===== config.mk =====
export PLATFORM = sky130hd
export DESIGN_NAME = irq_accept_ctrl
export DESIGN_NICKNAME = d
export VERILOG_FILES = /design/src/rtl/irq_accept_pkg.sv /design/src/rtl/irq_sp_gate.sv /design/src/rtl/irq_factor_bank.sv /design/src/rtl/irq_pick.sv /design/src/rtl/irq_accept_ctrl.sv
export SDC_FILE = /design/constraint.sdc
export NUM_CORES = 1
export LEC_CHECK = 0
export BUFFER_PORTS_ARGS = -buffer_cell sky130_fd_sc_hd__buf_4
export CAP_MARGIN = 10
export CORE_MARGIN = 2
export CORE_UTILIZATION = 41
export DETAILED_ROUTE_END_ITERATION = 6
export HOLD_SLACK_MARGIN = 0.08
export PLACE_DENSITY = 0.75
export SYNTH_ARGS = -nofsm -noshare
export SYNTH_HDL_FRONTEND = slang
export SYNTH_SLANG_ARGS = --single-unit

===== constraint.sdc =====
create_clock -name clk -period 1.58 [get_ports clk]
set_input_delay 0.158 -clock clk [delete_from_list [all_inputs] [get_ports clk]]
set_output_delay 0.158 -clock clk [all_outputs]
set_load 0.1 [all_outputs]

===== src/rtl/irq_accept_pkg.sv =====
// Shared types and constants for the interrupt acceptance controller.
// Assumes: nothing beyond IEEE 1800-2017.
package irq_accept_pkg;

    // Stack-pointer pair gate: which half, if any, is still awaited.
    typedef enum logic [1:0] {
        SPG_LOCKED   = 2'd0,   // reset: neither pointer written
        SPG_WAIT_SP2 = 2'd1,   // first pointer written, second awaited
        SPG_WAIT_SP1 = 2'd2,   // second pointer written, first awaited
        SPG_OPEN     = 2'd3    // pair complete, interrupts may be raised
    } spg_state_e;

    // Vector index reserved for the non-maskable watchdog source.
    localparam int unsigned NMI_VECTOR = 0;

endpackage


===== src/rtl/irq_sp_gate.sv =====
// Stack-pointer pair gate. Opens only after both pointer write strobes
// have been seen. A lone write to one pointer closes it again until the
// partner is written. Also gives the next-state open flag so that the
// request logic can withdraw or raise a request on the same edge.
// Assumes: strobes are single-cycle, synchronous to clk.
module irq_sp_gate
    import irq_accept_pkg::*;
(
    input  logic clk,
    input  logic rst_n,
    input  logic sp1_we,
    input  logic sp2_we,
    output logic gate_open,
    output logic gate_open_nx
);

    spg_state_e state_q, state_d;

    // Next-state decode of the pointer pair.
    always_comb begin
        state_d = state_q;
        if (sp1_we && sp2_we) begin
            state_d = SPG_OPEN;
        end else if (sp1_we) begin
            state_d = (state_q == SPG_WAIT_SP1) ? SPG_OPEN : SPG_WAIT_SP2;
        end else if (sp2_we) begin
            state_d = (state_q == SPG_WAIT_SP2) ? SPG_OPEN : SPG_WAIT_SP1;
        end
    end

    // State register, locked after reset.
    always_ff @(posedge clk) begin
        if (!rst_n) state_q <= SPG_LOCKED;
        else        state_q <= state_d;
    end

    assign gate_open    = (state_q == SPG_OPEN);
    assign gate_open_nx = (state_d == SPG_OPEN);

endmodule


===== src/rtl/irq_factor_bank.sv =====
// Per-source pending and mask bits. A request pulse sets a pending bit,
// and a software one-write clears it. A set wins over a simultaneous
// clear. The mask register is written as a whole word.
// Assumes: request pulses are synchronous to clk.
module irq_factor_bank #(
    parameter int unsigned N_SRC = 15
) (
    input  logic             clk,
    input  logic             rst_n,
    input  logic [N_SRC-1:0] src_req,
    input  logic             pend_clr_we,
    input  logic [N_SRC-1:0] pend_clr_data,
    input  logic             mask_we,
    input  logic [N_SRC-1:0] mask_wdata,
    output logic [N_SRC-1:0] pend,
    output logic [N_SRC-1:0] mask
);

    for (genvar g = 0; g < N_SRC; g++) begin : g_src
        logic pend_q;
        logic mask_q;

        // Pending bit: set by pulse, cleared by write-one.
        always_ff @(posedge clk) begin
            if (!rst_n)                                pend_q <= 1'b0;
            else if (src_req[g])                       pend_q <= 1'b1;
            else if (pend_clr_we && pend_clr_data[g])  pend_q <= 1'b0;
        end

        // Mask bit: loaded by the mask register write.
        always_ff @(posedge clk) begin
            if (!rst_n)       mask_q <= 1'b0;
            else if (mask_we) mask_q <= mask_wdata[g];
        end

        assign pend[g] = pend_q;
        assign mask[g] = mask_q;
    end

endmodule


===== src/rtl/irq_pick.sv =====
// Fixed-priority selector. The watchdog factor wins outright; otherwise
// the lowest-numbered enabled pending maskable source is chosen, and its
// vector is its index plus one.
// Assumes: VEC_W is wide enough for N_SRC+1 vectors.
module irq_pick
    import irq_accept_pkg::*;
#(
    parameter int unsigned N_SRC = 15,
    parameter int unsigned VEC_W = 4
) (
    input  logic [N_SRC-1:0] pend,
    input  logic [N_SRC-1:0] mask,
    input  logic             ie,
    input  logic             nmi_pend,
    output logic             hit,
    output logic [VEC_W-1:0] vec
);

    // Scan from the top so the lowest index is the last to win.
    always_comb begin
        hit = 1'b0;
        vec = VEC_W'(NMI_VECTOR);
        for (int i = N_SRC - 1; i >= 0; i--) begin
            if (pend[i] && mask[i] && ie) begin
                hit = 1'b1;
                vec = VEC_W'(i + 1);
            end
        end
        if (nmi_pend) begin
            hit = 1'b1;
            vec = VEC_W'(NMI_VECTOR);
        end
    end

endmodule


===== src/rtl/irq_accept_ctrl.sv =====
// Interrupt acceptance controller. Latches the source factors, holds the
// global enable flag, and presents one request with a vector to the core
// until it is acknowledged. The whole block is gated by the stack-pointer
// pair state. Acceptance clears the global enable flag and, for the
// watchdog vector, the watchdog pending state.
// Assumes: all inputs are synchronous single-cycle strobes on clk.
module irq_accept_ctrl
    import irq_accept_pkg::*;
#(
    parameter int unsigned N_SRC = 15,
    localparam int unsigned VEC_W = $clog2(N_SRC + 1)
) (
    input  logic             clk,
    input  logic             rst_n,
    input  logic [N_SRC-1:0] src_req,
    input  logic             nmi_req,
    input  logic             mask_we,
    input  logic [N_SRC-1:0] mask_wdata,
    input  logic             pend_clr_we,
    input  logic [N_SRC-1:0] pend_clr_data,
    input  logic             ie_we,
    input  logic             ie_wdata,
    input  logic             sp1_we,
    input  logic             sp2_we,
    input  logic             cpu_ack,
    output logic             irq_out,
    output logic [VEC_W-1:0] irq_vec,
    output logic             ie_flag,
    output logic [N_SRC-1:0] pend_flags,
    output logic [N_SRC-1:0] mask_flags
);

    logic             gate_open;
    logic             gate_open_nx;
    logic             nmi_pend;
    logic             ie_q;
    logic             req_q;
    logic [VEC_W-1:0] vec_q;
    logic             pick_hit;
    logic [VEC_W-1:0] pick_vec;
    logic             accept;

    irq_sp_gate u_gate (
        .clk          (clk),
        .rst_n        (rst_n),
        .sp1_we       (sp1_we),
        .sp2_we       (sp2_we),
        .gate_open    (gate_open),
        .gate_open_nx (gate_open_nx)
    );

    irq_factor_bank #(.N_SRC(N_SRC)) u_bank (
        .clk           (clk),
        .rst_n         (rst_n),
        .src_req       (src_req),
        .pend_clr_we   (pend_clr_we),
        .pend_clr_data (pend_clr_data),
        .mask_we       (mask_we),
        .mask_wdata    (mask_wdata),
        .pend          (pend_flags),
        .mask          (mask_flags)
    );

    irq_pick #(.N_SRC(N_SRC), .VEC_W(VEC_W)) u_pick (
        .pend     (pend_flags),
        .mask     (mask_flags),
        .ie       (ie_q),
        .nmi_pend (nmi_pend),
        .hit      (pick_hit),
        .vec      (pick_vec)
    );

    assign accept = req_q && cpu_ack;

    // Global enable flag: software write, cleared by acceptance.
    always_ff @(posedge clk) begin
        if (!rst_n)     ie_q <= 1'b0;
        else if (accept) ie_q <= 1'b0;
        else if (ie_we) ie_q <= ie_wdata;
    end

    // Watchdog pending state: set by pulse, cleared by its own acceptance.
    always_ff @(posedge clk) begin
        if (!rst_n)
            nmi_pend <= 1'b0;
        else if (nmi_req)
            nmi_pend <= 1'b1;
        else if (accept && vec_q == VEC_W'(NMI_VECTOR))
            nmi_pend <= 1'b0;
    end

    // Request holder: raised from the selector, held until acknowledge.
    always_ff @(posedge clk) begin
        if (!rst_n) begin
            req_q <= 1'b0;
            vec_q <= '0;
        end else if (!gate_open_nx) begin
            req_q <= 1'b0;
        end else if (req_q) begin
            if (cpu_ack) req_q <= 1'b0;
        end else if (pick_hit) begin
            req_q <= 1'b1;
            vec_q <= pick_vec;
        end
    end

    assign irq_out = req_q;
    assign irq_vec = vec_q;
    assign ie_flag = ie_q;

endmodule


# After elaboration in Yosys (flattened, before gate mapping)
# Index checks and enable logic that the tools add are counted.
# classes
reduce_logical,68
bitwise_logic,2
n_eq_ne,3
n_addsub,0
shift,0
mul,0
order_cmp,0
mux,72
div,0
# ops
operator,count
$mux 4,16
$mux 1,52
$logic_and 1x1->1,48
$reduce_bool 2->1,16
$mux 2,4
$eq 2x2->1 const B,2
$logic_not 4->1,1
$reduce_and 3->1,1
$eq 2x1->1 const B,1
$not 1->1,2
$reduce_and 2->1,1
$reduce_or 2->1,1
# word_totals
ram_bits,0
memories,0
romBits,0
in_bits,55
output_inout_bits,36
latchBits,0
register_bits,39
elab_cells,180

# Logic depth before layout (Yosys ltp)
# Gate-level depths: netlist (run 1).
# logic_depth
ltp_word,20
mapped_depth,6
ltp_nobuf,5

# Cells and area by module
# From an unflattened synthesis (run 1), not the netlist that was laid out.
# unflattened
cells_unflattened,231
area_unflattened_um2,2000.7
# modules_own_cells
mod,seq_area_each_um2,cells_per_inst,area_each_um2,instances
irq_factor_bank,600.6,141,1345.0,1
irq_accept_ctrl,140.1,33,302.8,1
irq_pick,0.0,49,266.5,1
irq_sp_gate,40.0,8,86.3,1

# Least setup slack after synthesis (run 1)
# Ideal clock, no wire load.
# synth_timing
path_type,reg-to-reg
from,register ie_q (netlist: ie_flag)
to,register vec_q[1] (netlist: irq_vec[1])
setup_slack_ps,-587
path_buffers,1
period_less_slack_ps,2167
required_time_ps,1504
arrival_ps,2091
setup_ps,76
stages_incl_launch_ff,7
path_cell_list,dfxtp_1 buf_4 inv_1 or4b_1 nand3_1 a22oi_1 o22ai_1
# synth_between
elab_chain_cells,18
word_cells_on_any_way,48
cone_classes,32 x mux; 16 x reduce/logical
# synth_lines
element,line_no,source
"start, declared",irq_accept_ctrl.sv:36,logic ie_q;
"start signal, assigned",irq_accept_ctrl.sv:79,else if (ie_we) ie_q <= ie_wdata;
$logic_and 1x1->1,irq_pick.sv:24,if (pend[i] && mask[i] && ie) begin
$mux 1 (15 in series),irq_pick.sv:24,
$mux 1,irq_pick.sv:29,if (nmi_pend) begin
$reduce_and 3->1 (no line),n/a,
"end signal, assigned",irq_accept_ctrl.sv:103,vec_q <= pick_vec;
"end, declared",irq_accept_ctrl.sv:38,logic [VEC_W-1:0] vec_q;
# Parallel ways exist; a longest one is shown, timed or not.
# A chain may end at the register's enable or synchronous reset.

# Worst setup path after layout (run 1)
# layout_timing
from,register u_bank.g_src[10].pend_q
to,register vec_q[0] (netlist: irq_vec[0])
# layout_between
elab_chain_cells,15
word_cells_on_any_way,27
cone_classes,24 x mux; 3 x reduce/logical
# layout_lines
element,line_no,source
"start, declared",irq_factor_bank.sv:20,logic pend_q;
"start signal, assigned",irq_factor_bank.sv:25,if (!rst_n) pend_q <= 1'b0;
"start signal, assigned",irq_factor_bank.sv:26,else if (src_req[g]) pend_q <= 1'b1;
"start signal, assigned",irq_factor_bank.sv:27,else if (pend_clr_we && pend_clr_data[g]) pend_q <= 1'b0;
$logic_and 1x1->1 * (2 in series),irq_pick.sv:24,
$mux 1 (11 in series),irq_pick.sv:24,
$mux 1,irq_pick.sv:29,
$reduce_and 3->1 (no line),n/a,
# Every way passes the cells marked *; elsewhere a longest branch is shown, timed or not.

==> results of run 1 <==
through the flow:
step                      cells  total power, W  area [sq um]
final                       360         0.00262          2740
after global routing        360         0.00274          2740
after CTS                   360         0.00264          2730
after detailed placement    339         0.00196          2500
after global placement      339         0.00195          2500
after floorplan             221         0.00176          1920
cells in the mapped netlist, types with 2 or more instances:
| library cell | count | area, sq um |
|---|---|---|
| a21boi_0 | 2 | 15.0 |
| dfxtp_1 | 39 | 781 |
| o211ai_1 | 2 | 15.0 |
| nand2_1 | 28 | 105 |
| buf_4 | 31 | 233 |
| nor2_1 | 39 | 146 |
| inv_1 | 3 | 11.3 |
| a41o_1 | 2 | 20.0 |
| clkbuf_1 | 6 | 22.5 |
| o22ai_1 | 2 | 12.5 |
| a22oi_1 | 2 | 15.0 |
| a21o_1 | 2 | 15.0 |
| nand3_1 | 5 | 25.0 |
| a21oi_1 | 16 | 80.1 |
| a22o_1 | 3 | 26.3 |
| mux2i_1 | 16 | 160 |
layer usage:
| layer | vias up | wire [microns] | global-route usage (%) | share of wire [%] |
|---|---|---|---|---|
| met5 | - | 0 | 0 | 0 |
| met4 | 0 | 100 | 6.92 | 2.1 |
| met3 | 14 | 329 | 5.97 | 6.8 |
| met2 | 70 | 2310 | 32.6 | 48 |
| met1 | 803 | 2100 | 23.3 | 43 |
| li1 | 916 | - | - | - |
repair_timing:
action	CTS	global route
hold buffers	11	0
pin swaps	5	1
setup buffers	2	0
endpoints found under the hold margin	11	0
endpoints found under the setup margin	2	5
gates resized for setup	4	3
worst paths after layout:
| path | startpoint | to | slack, ps | cells after the start |
|---|---|---|---|---|
| setup / recovery | u_bank.g_src[10].pend_q | irq_vec[0] | -10 | 4 |
| hold / removal | src_req[14] | u_bank.g_src[14].pend_q | 90 | 3 |
| setup reg to reg | u_bank.g_src[10].pend_q | irq_vec[0] | -10 | 4 |
| hold reg to reg | irq_vec[1] | irq_vec[1] | 510 | 2 |
cell families after synthesis:
kind of cell	share of synthesized area, %
simple gates	17.2
compound gates	19.0
buf+inv	14.4
flops	40.9
mux	8.40
tightest hold or removal path: stages:
cell     delay [ps]
buf_4            80
a21oi_1          30
nor2_1           80
area by class of cell:
type / count / area share (%)
Timing Repair Buffer: 117 / 33.2
Multi-Input combinational cell: 140 / 31.8
Sequential cell: 39 / 28.9
Clock buffer: 6 / 2.65
Tap cell: 52 / 2.38
Inverter: 4 / 0.640
Clock inverter: 2 / 0.457
registers in the layout (all words and copies together) (netlist names):
register,cells
u_bank.g_src.mask_q,15
u_bank.g_src.pend_q,15
irq_vec,4
u_gate.state_q,2
ie_flag,1
irq_out,1
nmi_pend,1
report_power, final:
group / internal (W) / total [W] / switching [W]
logic: 0.000288 / 0.000873 / 0.000585
clock network: 0.000308 / 0.000640 / 0.000332
registers: 0.00105 / 0.00110 / 0.0000565
total: 0.00164 / 0.00262 / 0.000973
==> flow_summary.json, run 1 <==
{
  "h-tree-depth": 2,
  "grt_usage_pct": 19.4,
  "required_ps": 1770,
  "path_delay_family": "compound AO/OA/AOI/OAI gates",
  "crit_buf_inv": 0,
  "cts_buffers": 5,
  "drt_iter0_drc": 87,
  "grt_pass1_vias": 1681,
  "p_per_area_mw_per_mm2": 956,
  "ys_types": 39,
  "area_delta_synth_final_pct": 43.5,
  "grt_max_degree": 16,
  "core_sq_mm": 0.00441,
  "cts_tree": "built",
  "worst-setup-path-type": "reg -> reg",
  "hold_class": "in -> reg",
  "gp_congestion": 0.826,
  "syn_area_per_cell_sq_um": 8.63,
  "grt_overflow": 0,
  "ys_ff_latch": 39,
  "cp-end-kind": "flop",
  "antenna_found_initial": 0,
  "async_reset_ff_share_pct": 0,
  "syn_inst": 221,
  "mostFrequentLayoutCell": "buf_4",
  "multi_input_area_sq_um": 870,
  "antenna_cells": 0,
  "place.port_buffers": 90,
  "p_leak_nw": 1.31,
  "synth_edf_count": 0,
  "min_period_over_period_pct": 101,
  "die_area_sq_mm": 0.00521,
  "path_max_fanout": 7,
  "die_w_microns": 72.2,
  "path_clk_slew_ps": 70,
  "vias": 1803,
  "ys_seq_area_share_pct": 40.9,
  "slowest_stage": "o41ai_4",
  "ff_latch_area_sq_um": 790,
  "clkLatencyLatePin_ps": 290,
  "dr.pass1.iters": 4,
  "crit_chain": "a22o_4 > o41ai_4 > a41oi_4 > a41o_1",
  "nFillCells": 384,
  "slowest_delay_ps": 420,
  "routed_wl_microns": 4850,
  "clock_sinks": 39,
  "dominantRegCellSynth": "dfxtp_1",
  "cts_max_path_buffers": 2,
  "setup_viol_count_final": 3,
  "status": "complete, but fails checks",
  "syn_area_sq_mm": 0.00191,
  "final-hold-violation-count": 0,
  "yosysWarnings": 0,
  "finalClockSkew_ps": 4.05,
  "tightestPinTransition_ps": 360,
  "layout.nets": 362,
  "io_pins": 91,
  "fin_crit_ps": 1590,
  "syn_nets": 276,
  "final_cell_mix": "buf_4 (105), nor2_1 (39), dfxtp_1 (34), nand2_1 (28)",
  "cap_violations": 0,
  "drive_above_1_share_pct": 41.9,
  "start_kind": "flop",
  "slew_headroom_pct": 75.9,
  "drv_slew": 0,
  "grt_pass1_wl_microns": 7770,
  "fin_util_pct": 62.0,
  "wl_per_cell_microns": 13.5,
  "rsz0062_at_grt": "yes",
  "violations": "setup timing",
  "die_y_microns": 72.2,
  "cts-root-buf": "clkbuf_8",
  "row_count": 24,
  "initial_core_util_pct": 43.2,
  "ant_nets": 0,
  "dpl_worst_slack_ps": -7.17,
  "fmax_mhz": 629,
  "drc": 0,
  "vdd_drop_max_mv": 0.521,
  "hpwl_microns": 3690,
  "routed_via_density": 5.01,
  "worstPathArrival_ps": 1780,
  "finalWorstSetupSlack_ps": -10.7,
  "holdWs_ps": 87.3,
  "tns_ps": -16.0
}
Power figures use the tool's default switching activity.
==> inputs of run 2 (changes only) <==
--- a/config.mk
+++ b/config.mk
@@ -5,6 +5,7 @@
 export SDC_FILE = /design/constraint.sdc
 export NUM_CORES = 1
 export LEC_CHECK = 0
+export ABC_AREA = 1
 export BUFFER_PORTS_ARGS = -buffer_cell sky130_fd_sc_hd__buf_4
 export CAP_MARGIN = 10
 export CORE_MARGIN = 2
==> run 2 against run 1 <==
Net effect: the run still ends with setup timing left; sequential power barely moved; synthesized cell count is 14% higher; critical path depth up 6; clock skew rose by 2.8 ps; largest power group unchanged.
==> flow_summary.json, run 2 <==
{
  "wl_per_cell_microns": 12.9,
  "vdd_drop_max_mv": 0.695,
  "initial_core_util_pct": 43.1,
  "slew_headroom_pct": 62.2,
  "routed_wl_microns": 4940,
  "rsz0062_at_grt": "yes",
  "clock_sinks": 39,
  "p_leak_nw": 1.34,
  "hp-start": "src_req[14]",
  "crit_start": "ie_flag",
  "fin_util_pct": 61.5,
  "fin_crit_ps": 1640,
  "gp_congestion": 0.778,
  "synth_top_area_cell": "dfxtp_1",
  "hpwl_microns": 3490,
  "io_pins": 91,
  "path_delay_family": "simple AND/OR/NAND/NOR gates",
  "path_clk_slew_ps": 70,
  "violations": "setup timing",
  "synth_top_area_share_pct": 41.1,
  "drive_above_1_share_pct": 39.5,
  "grt_pass1_wl_microns": 7880,
  "total_power_w": 0.00287,
  "p_per_area_mw_per_mm2": 1060,
  "yosysWarnings": 0,
  "path_depth": 10,
  "h-tree-depth": 2,
  "tightestPinTransition_ps": 566,
  "ant_nets": 0,
  "ys_top_cells_by_count": "nor2_1 (50), nand2_1 (47), dfxtp_1 (39)",
  "slowest_stage": "dfxtp_4",
  "fmax_mhz": 611,
  "core_sq_mm": 0.00441,
  "cts_buffers": 5,
  "syn_inst": 253,
  "die_w_microns": 72.1,
  "synth_area_leaders": "dfxtp_1 (41%), buf_4 (12%), nor2_1 (9.9%)",
  "syn_area_per_cell_sq_um": 7.52,
  "antenna_found_initial": 0,
  "min_period_over_period_pct": 104,
  "ys_types": 29,
  "rrSetupSlack_ps": -60,
  "cts_tree": "built",
  "grt_usage_pct": 19.1,
  "drt_iter0_drc": 84,
  "cp-end-kind": "flop",
  "drv_slew": 0,
  "synth_edf_count": 0,
  "path_max_fanout": 8,
  "setup_viol_count_final": 4,
  "start_kind": "flop",
  "status": "complete, but fails checks",
  "async_reset_ff_share_pct": 0,
  "vias": 1881,
  "syn_area_sq_mm": 0.00190,
  "reg2reg_from": "ie_flag",
  "required_ps": 1760,
  "endpoint": "irq_vec[1]",
  "cts_max_path_buffers": 2,
  "met2_usage_pct": 32.1,
  "hold_class": "in -> reg",
  "dr.pass1.iters": 5,
  "worstRegToRegCells": 10,
  "finalWorstSetupSlack_ps": -55.7,
  "top_usage_layer": "met2",
  "drc": 0,
  "routed_via_density": 4.90,
  "slowest_delay_ps": 360,
  "final_cell_mix": "buf_4 (96), nor2_1 (48), nand2_1 (42), dfxtp_1 (38), a21oi_1 (22)",
  "place.port_buffers": 90,
  "ys_seq_area_share_pct": 41.1,
  "synth.most_common_cell": "nor2_1",
  "holdWs_ps": 75.9,
  "antenna_cells": 0,
  "grt_pass1_vias": 1729,
  "cts-root-buf": "clkbuf_8",
  "r2r_end": "irq_vec[1]",
  "grt_max_degree": 19,
  "die_area_sq_mm": 0.00520,
  "area_delta_synth_final_pct": 42.6,
  "syn_nets": 308,
  "clkLatencyLatePin_ps": 290,
  "finalClockSkew_ps": 6.83,
  "die_y_microns": 72.1,
  "worstPathArrival_ps": 1820,
  "ys_ff_latch": 39,
  "grt_use_met3_pct": 4.03,
  "final-hold-violation-count": 0,
  "crit_buf_inv": 3,
  "layout.nets": 386,
  "cpMostUsedCell": "nand2_4",
  "grt_overflow": 0,
  "grt_util_met1_pct": 25.0,
  "row_count": 24,
  "mostFrequentLayoutCell": "buf_4",
  "crit_chain": "buf_6 > nand3_4 > nand2_4 > nor2_4 > nand2_2 > nor4b_4 > inv_2 > nand2_4 > inv_4 > o211a_1",
  "dominantRegCellSynth": "dfxtp_1",
  "cap_violations": 0,
  "worst-setup-path-type": "reg -> reg"
}
==> run 2: cell count changes in the layout (fill, tap and decap cells not counted), moves of 9 or more <==
cell / delta
buf_4: -9
nor2_1: +9
mux2i_1: -16
o21ai_0: +14
nand2_1: +14
==> run 2: cell type report <==
cell class	instances	area, sq um
inverters	9	36.3
multi-input cells	167	856
well taps	52	65.1
repair buffers	109	853
clock buffers	6	82.6
fillers	417	1700
flip-flops and latches	39	785
clock inverters	2	35.0
==> run 2: tightest hold or removal path: stages <==
cell and delay [ps]:
buf_4 80, a21oi_1 30, nor2_1 70
==> run 2: timing repair <==
item | CTS | global route
hold endpoints to repair | 11 | 0
setup buffers | 4 | 2
endpoints found under the setup margin | 2 | 5
hold buffers | 11 | 0
gates resized for setup | 5 | 10
pin swaps | 1 | 2
==> run 2: power breakdown <==
part	total, W	internal, W	switching [W]
clock	0.000853	0.000511	0.000342
combinational	0.000899	0.000267	0.000633
sequential	0.00112	0.00105	0.0000653
total	0.00287	0.00183	0.00104
==> run 2: per-layer routing <==
layer / part of all wire [%] / wire length, microns
met3: 6.3 / 309
met4: 0.95 / 47
met5: 0 / 0
met1: 43 / 2120
met2: 50 / 2460
==> run 2: how the worst min path moves through the flow <==
stage	end	slack (ps)	cells after the start
2_1_floorplan	nmi_pend	280	2
3_3_place_gp	u_bank.g_src[13].pend_q	360	3
3_5_place_dp	u_bank.g_src[10].pend_q	370	3
4_1_cts	u_bank.g_src[14].pend_q	80	3
5_1_grt	u_bank.g_src[8].mask_q	80	3
6_report	u_bank.g_src[14].pend_q	80	3
==> run 2: through the flow <==
stage          instances  TNS, ps  setup WS, ps  instance area [sq um]
6_report             384     -106         -55.7                   2710
5_1_grt              384     -611          -145                   2710
4_1_cts              382    -17.2         -17.2                   2660
3_5_place_dp         359    -11.8         -11.8                   2390
3_3_place_gp         359        0          53.5                   2390
2_1_floorplan        253     -428          -153                   1920
==> run 2: kinds of logic (layout without fill, tap and decap cells) <==
logic type / after synthesis / count (layout) / share of synthesized area, %
AOI/OAI and AO/OA: 46 / 46 / 13.3
buffers and inverters: 47 / 126 / 16.6
DFF: 39 / 39 / 41.1
and+or+nand+nor: 121 / 121 / 29.1
==> inputs of run 3 (changes only) <==
--- a/config.mk
+++ b/config.mk
@@ -13,6 +13,8 @@
 export DETAILED_ROUTE_END_ITERATION = 6
 export HOLD_SLACK_MARGIN = 0.08
 export PLACE_DENSITY = 0.75
+export REMOVE_ABC_BUFFERS = 1
+export SETUP_SLACK_MARGIN = 0.4
 export SYNTH_ARGS = -nofsm -noshare
 export SYNTH_HDL_FRONTEND = slang
 export SYNTH_SLANG_ARGS = --single-unit
==> run 3 against run 2 <==
Net effect: the flow still finishes with violations (setup timing); via count is 0.85% higher; clock power is 13% lower; maximum frequency is 6.4% lower; hold slack better by 0.67 ps.
==> flow_summary.json, run 3 (synthesis gave the netlist of run 2 again) <==
{
  "cts_buffers": 5,
  "antenna_cells": 0,
  "final-hold-violation-count": 0,
  "hpwl_microns": 3520,
  "place.port_buffers": 90,
  "crit_chain": "buf_12 > buf_4 > nand3_2 > nand2_1 > nor2_2 > nand2_2 > nor4b_4 > inv_2 > nand2_4 > inv_4 > o211a_1",
  "hold_class": "in -> reg",
  "clock_sinks": 39,
  "finalWorstSetupSlack_ps": -168,
  "die_y_microns": 72.1,
  "min_period_over_period_pct": 111,
  "grt_util_met1_pct": 22.3,
  "required_ps": 1770,
  "routed_via_density": 4.80,
  "grt_max_degree": 19,
  "internal_power_w": 0.00174,
  "gp_congestion": 0.866,
  "multi_input_area_sq_um": 840,
  "power_switching_w": 0.00104,
  "vdd_drop_max_mv": 0.470,
  "finalClockSkew_ps": 12.2,
  "vias": 1897,
  "fin_crit_ps": 1750,
  "h-tree-depth": 2,
  "nFillCells": 398,
  "grt_usage_pct": 18.7,
  "grt_overflow": 0,
  "tightestPinTransition_ps": 493,
  "antenna_found_initial": 0,
  "setup_viol_count_final": 5,
  "cts-root-buf": "clkbuf_8",
  "path_max_fanout": 13,
  "design_area_sq_mm": 0.00279,
  "drive_above_1_share_pct": 39.9,
  "ff_latch_area_sq_um": 782,
  "rsz0062_at_grt": "yes",
  "die_area_sq_mm": 0.00520,
  "ant_nets": 0,
  "power_frac_clock_pct": 26.7,
  "top_usage_layer": "met2",
  "dp_cells": 367,
  "fin_cells": 395,
  "cp-end-kind": "flop",
  "place_area_sq_mm": 0.00245,
  "cts_tree": "built",
  "core_sq_mm": 0.00441,
  "mostFrequentLayoutCell": "buf_4",
  "p_seq_share_pct": 40.0,
  "drt_iter0_drc": 44,
  "switching_share_pct": 37.4,
  "layout.nets": 397,
  "status": "complete, but fails checks",
  "cts_max_path_buffers": 2,
  "row_count": 24,
  "area_delta_synth_final_pct": 46.6,
  "crit_buf_inv": 4,
  "holdWs_ps": 76.6,
  "combPwrFrac_pct": 33.3,
  "cap_violations": 0,
  "clkLatencyLatePin_ps": 290,
  "tns_ps": -631,
  "path_delay_family": "simple AND/OR/NAND/NOR gates",
  "routed_wl_microns": 4890,
  "wl_per_cell_microns": 12.4,
  "initial_core_util_pct": 43.1,
  "grt_use_met3_pct": 4.86,
  "grt_pass1_vias": 1802,
  "rrSetupSlack_ps": -170,
  "path_clk_slew_ps": 80,
  "final_cell_mix": "buf_4 (102), nor2_1 (48), nand2_1 (45), dfxtp_1 (38), a21oi_1 (21)",
  "worst-setup-path-type": "reg -> reg",
  "slew_headroom_pct": 67.1,
  "grt_pass1_wl_microns": 7780,
  "met2_usage_pct": 33.1,
  "start_kind": "flop",
  "violations": "setup timing",
  "drc": 0,
  "dr.pass1.iters": 4,
  "drv_slew": 0,
  "p_per_area_mw_per_mm2": 998,
  "io_pins": 91,
  "worstPathArrival_ps": 1940,
  "die_w_microns": 72.1,
  "slowest_delay_ps": 340,
  "fmax_mhz": 572,
  "slowest_stage": "dfxtp_2",
  "p_leak_nw": 1.39,
  "total_power_w": 0.00278
}
[run 3: tightest hold or removal path, delay by kind of cell]
kind,cells,cell delay [ps]
buffers and inverters,1,80
AND/OR/NAND/NOR,1,70
AO/OA/AOI/OAI,1,30
[run 3: through the flow]
step | setup WS [ps] | utilization [%]
6_report | -168 | 63.2
5_1_grt | -256 | 63.2
4_1_cts | -7.81 | 61.6
3_5_place_dp | -49.5 | 55.5
3_3_place_gp | 24.1 | 55.5
2_1_floorplan | -872 | -
[run 3: routing by layer]
layer / vias to the layer above / routed length (microns)
met5: - / 0
met4: 0 / 40
met3: 7 / 278
met2: 51 / 2530
met1: 871 / 2050
li1: 968 / -
[run 3: final cells by class]
cell class | count | share of cell area, %
flip-flops and latches | 39 | 28.1
clock buffers | 8 | 3.59
multi-input cells | 167 | 30.1
repair buffers | 120 | 34.6
well taps | 52 | 2.33
inverters | 9 | 1.30
[run 3: power groups by stage]
stage	sequential, W	combinational, W	clock [W]
floorplan	0.00157	0.000147	0
global placement	0.00113	0.000866	0
detailed placement	0.00113	0.000876	0
CTS	0.00111	0.000912	0.000747
global route	0.00112	0.000972	0.000789
finish	0.00111	0.000927	0.000742
[run 3: final timing paths]
path | cells after the start | end | from
hold reg to reg | 2 | irq_vec[2] | irq_vec[2]
setup / recovery | 11 | irq_vec[1] | ie_flag
setup reg to reg | 11 | irq_vec[1] | ie_flag
hold / removal | 3 | u_bank.g_src[2].pend_q | src_req[2]
[run 3: timing repair]
action | CTS | global route
hold buffers | 13 | 0
resized for setup | 8 | 8
endpoints found under the setup margin | 8 | 10
pin swaps | 2 | 2
hold endpoints to repair | 13 | 0
buffers inserted | 2 | 5
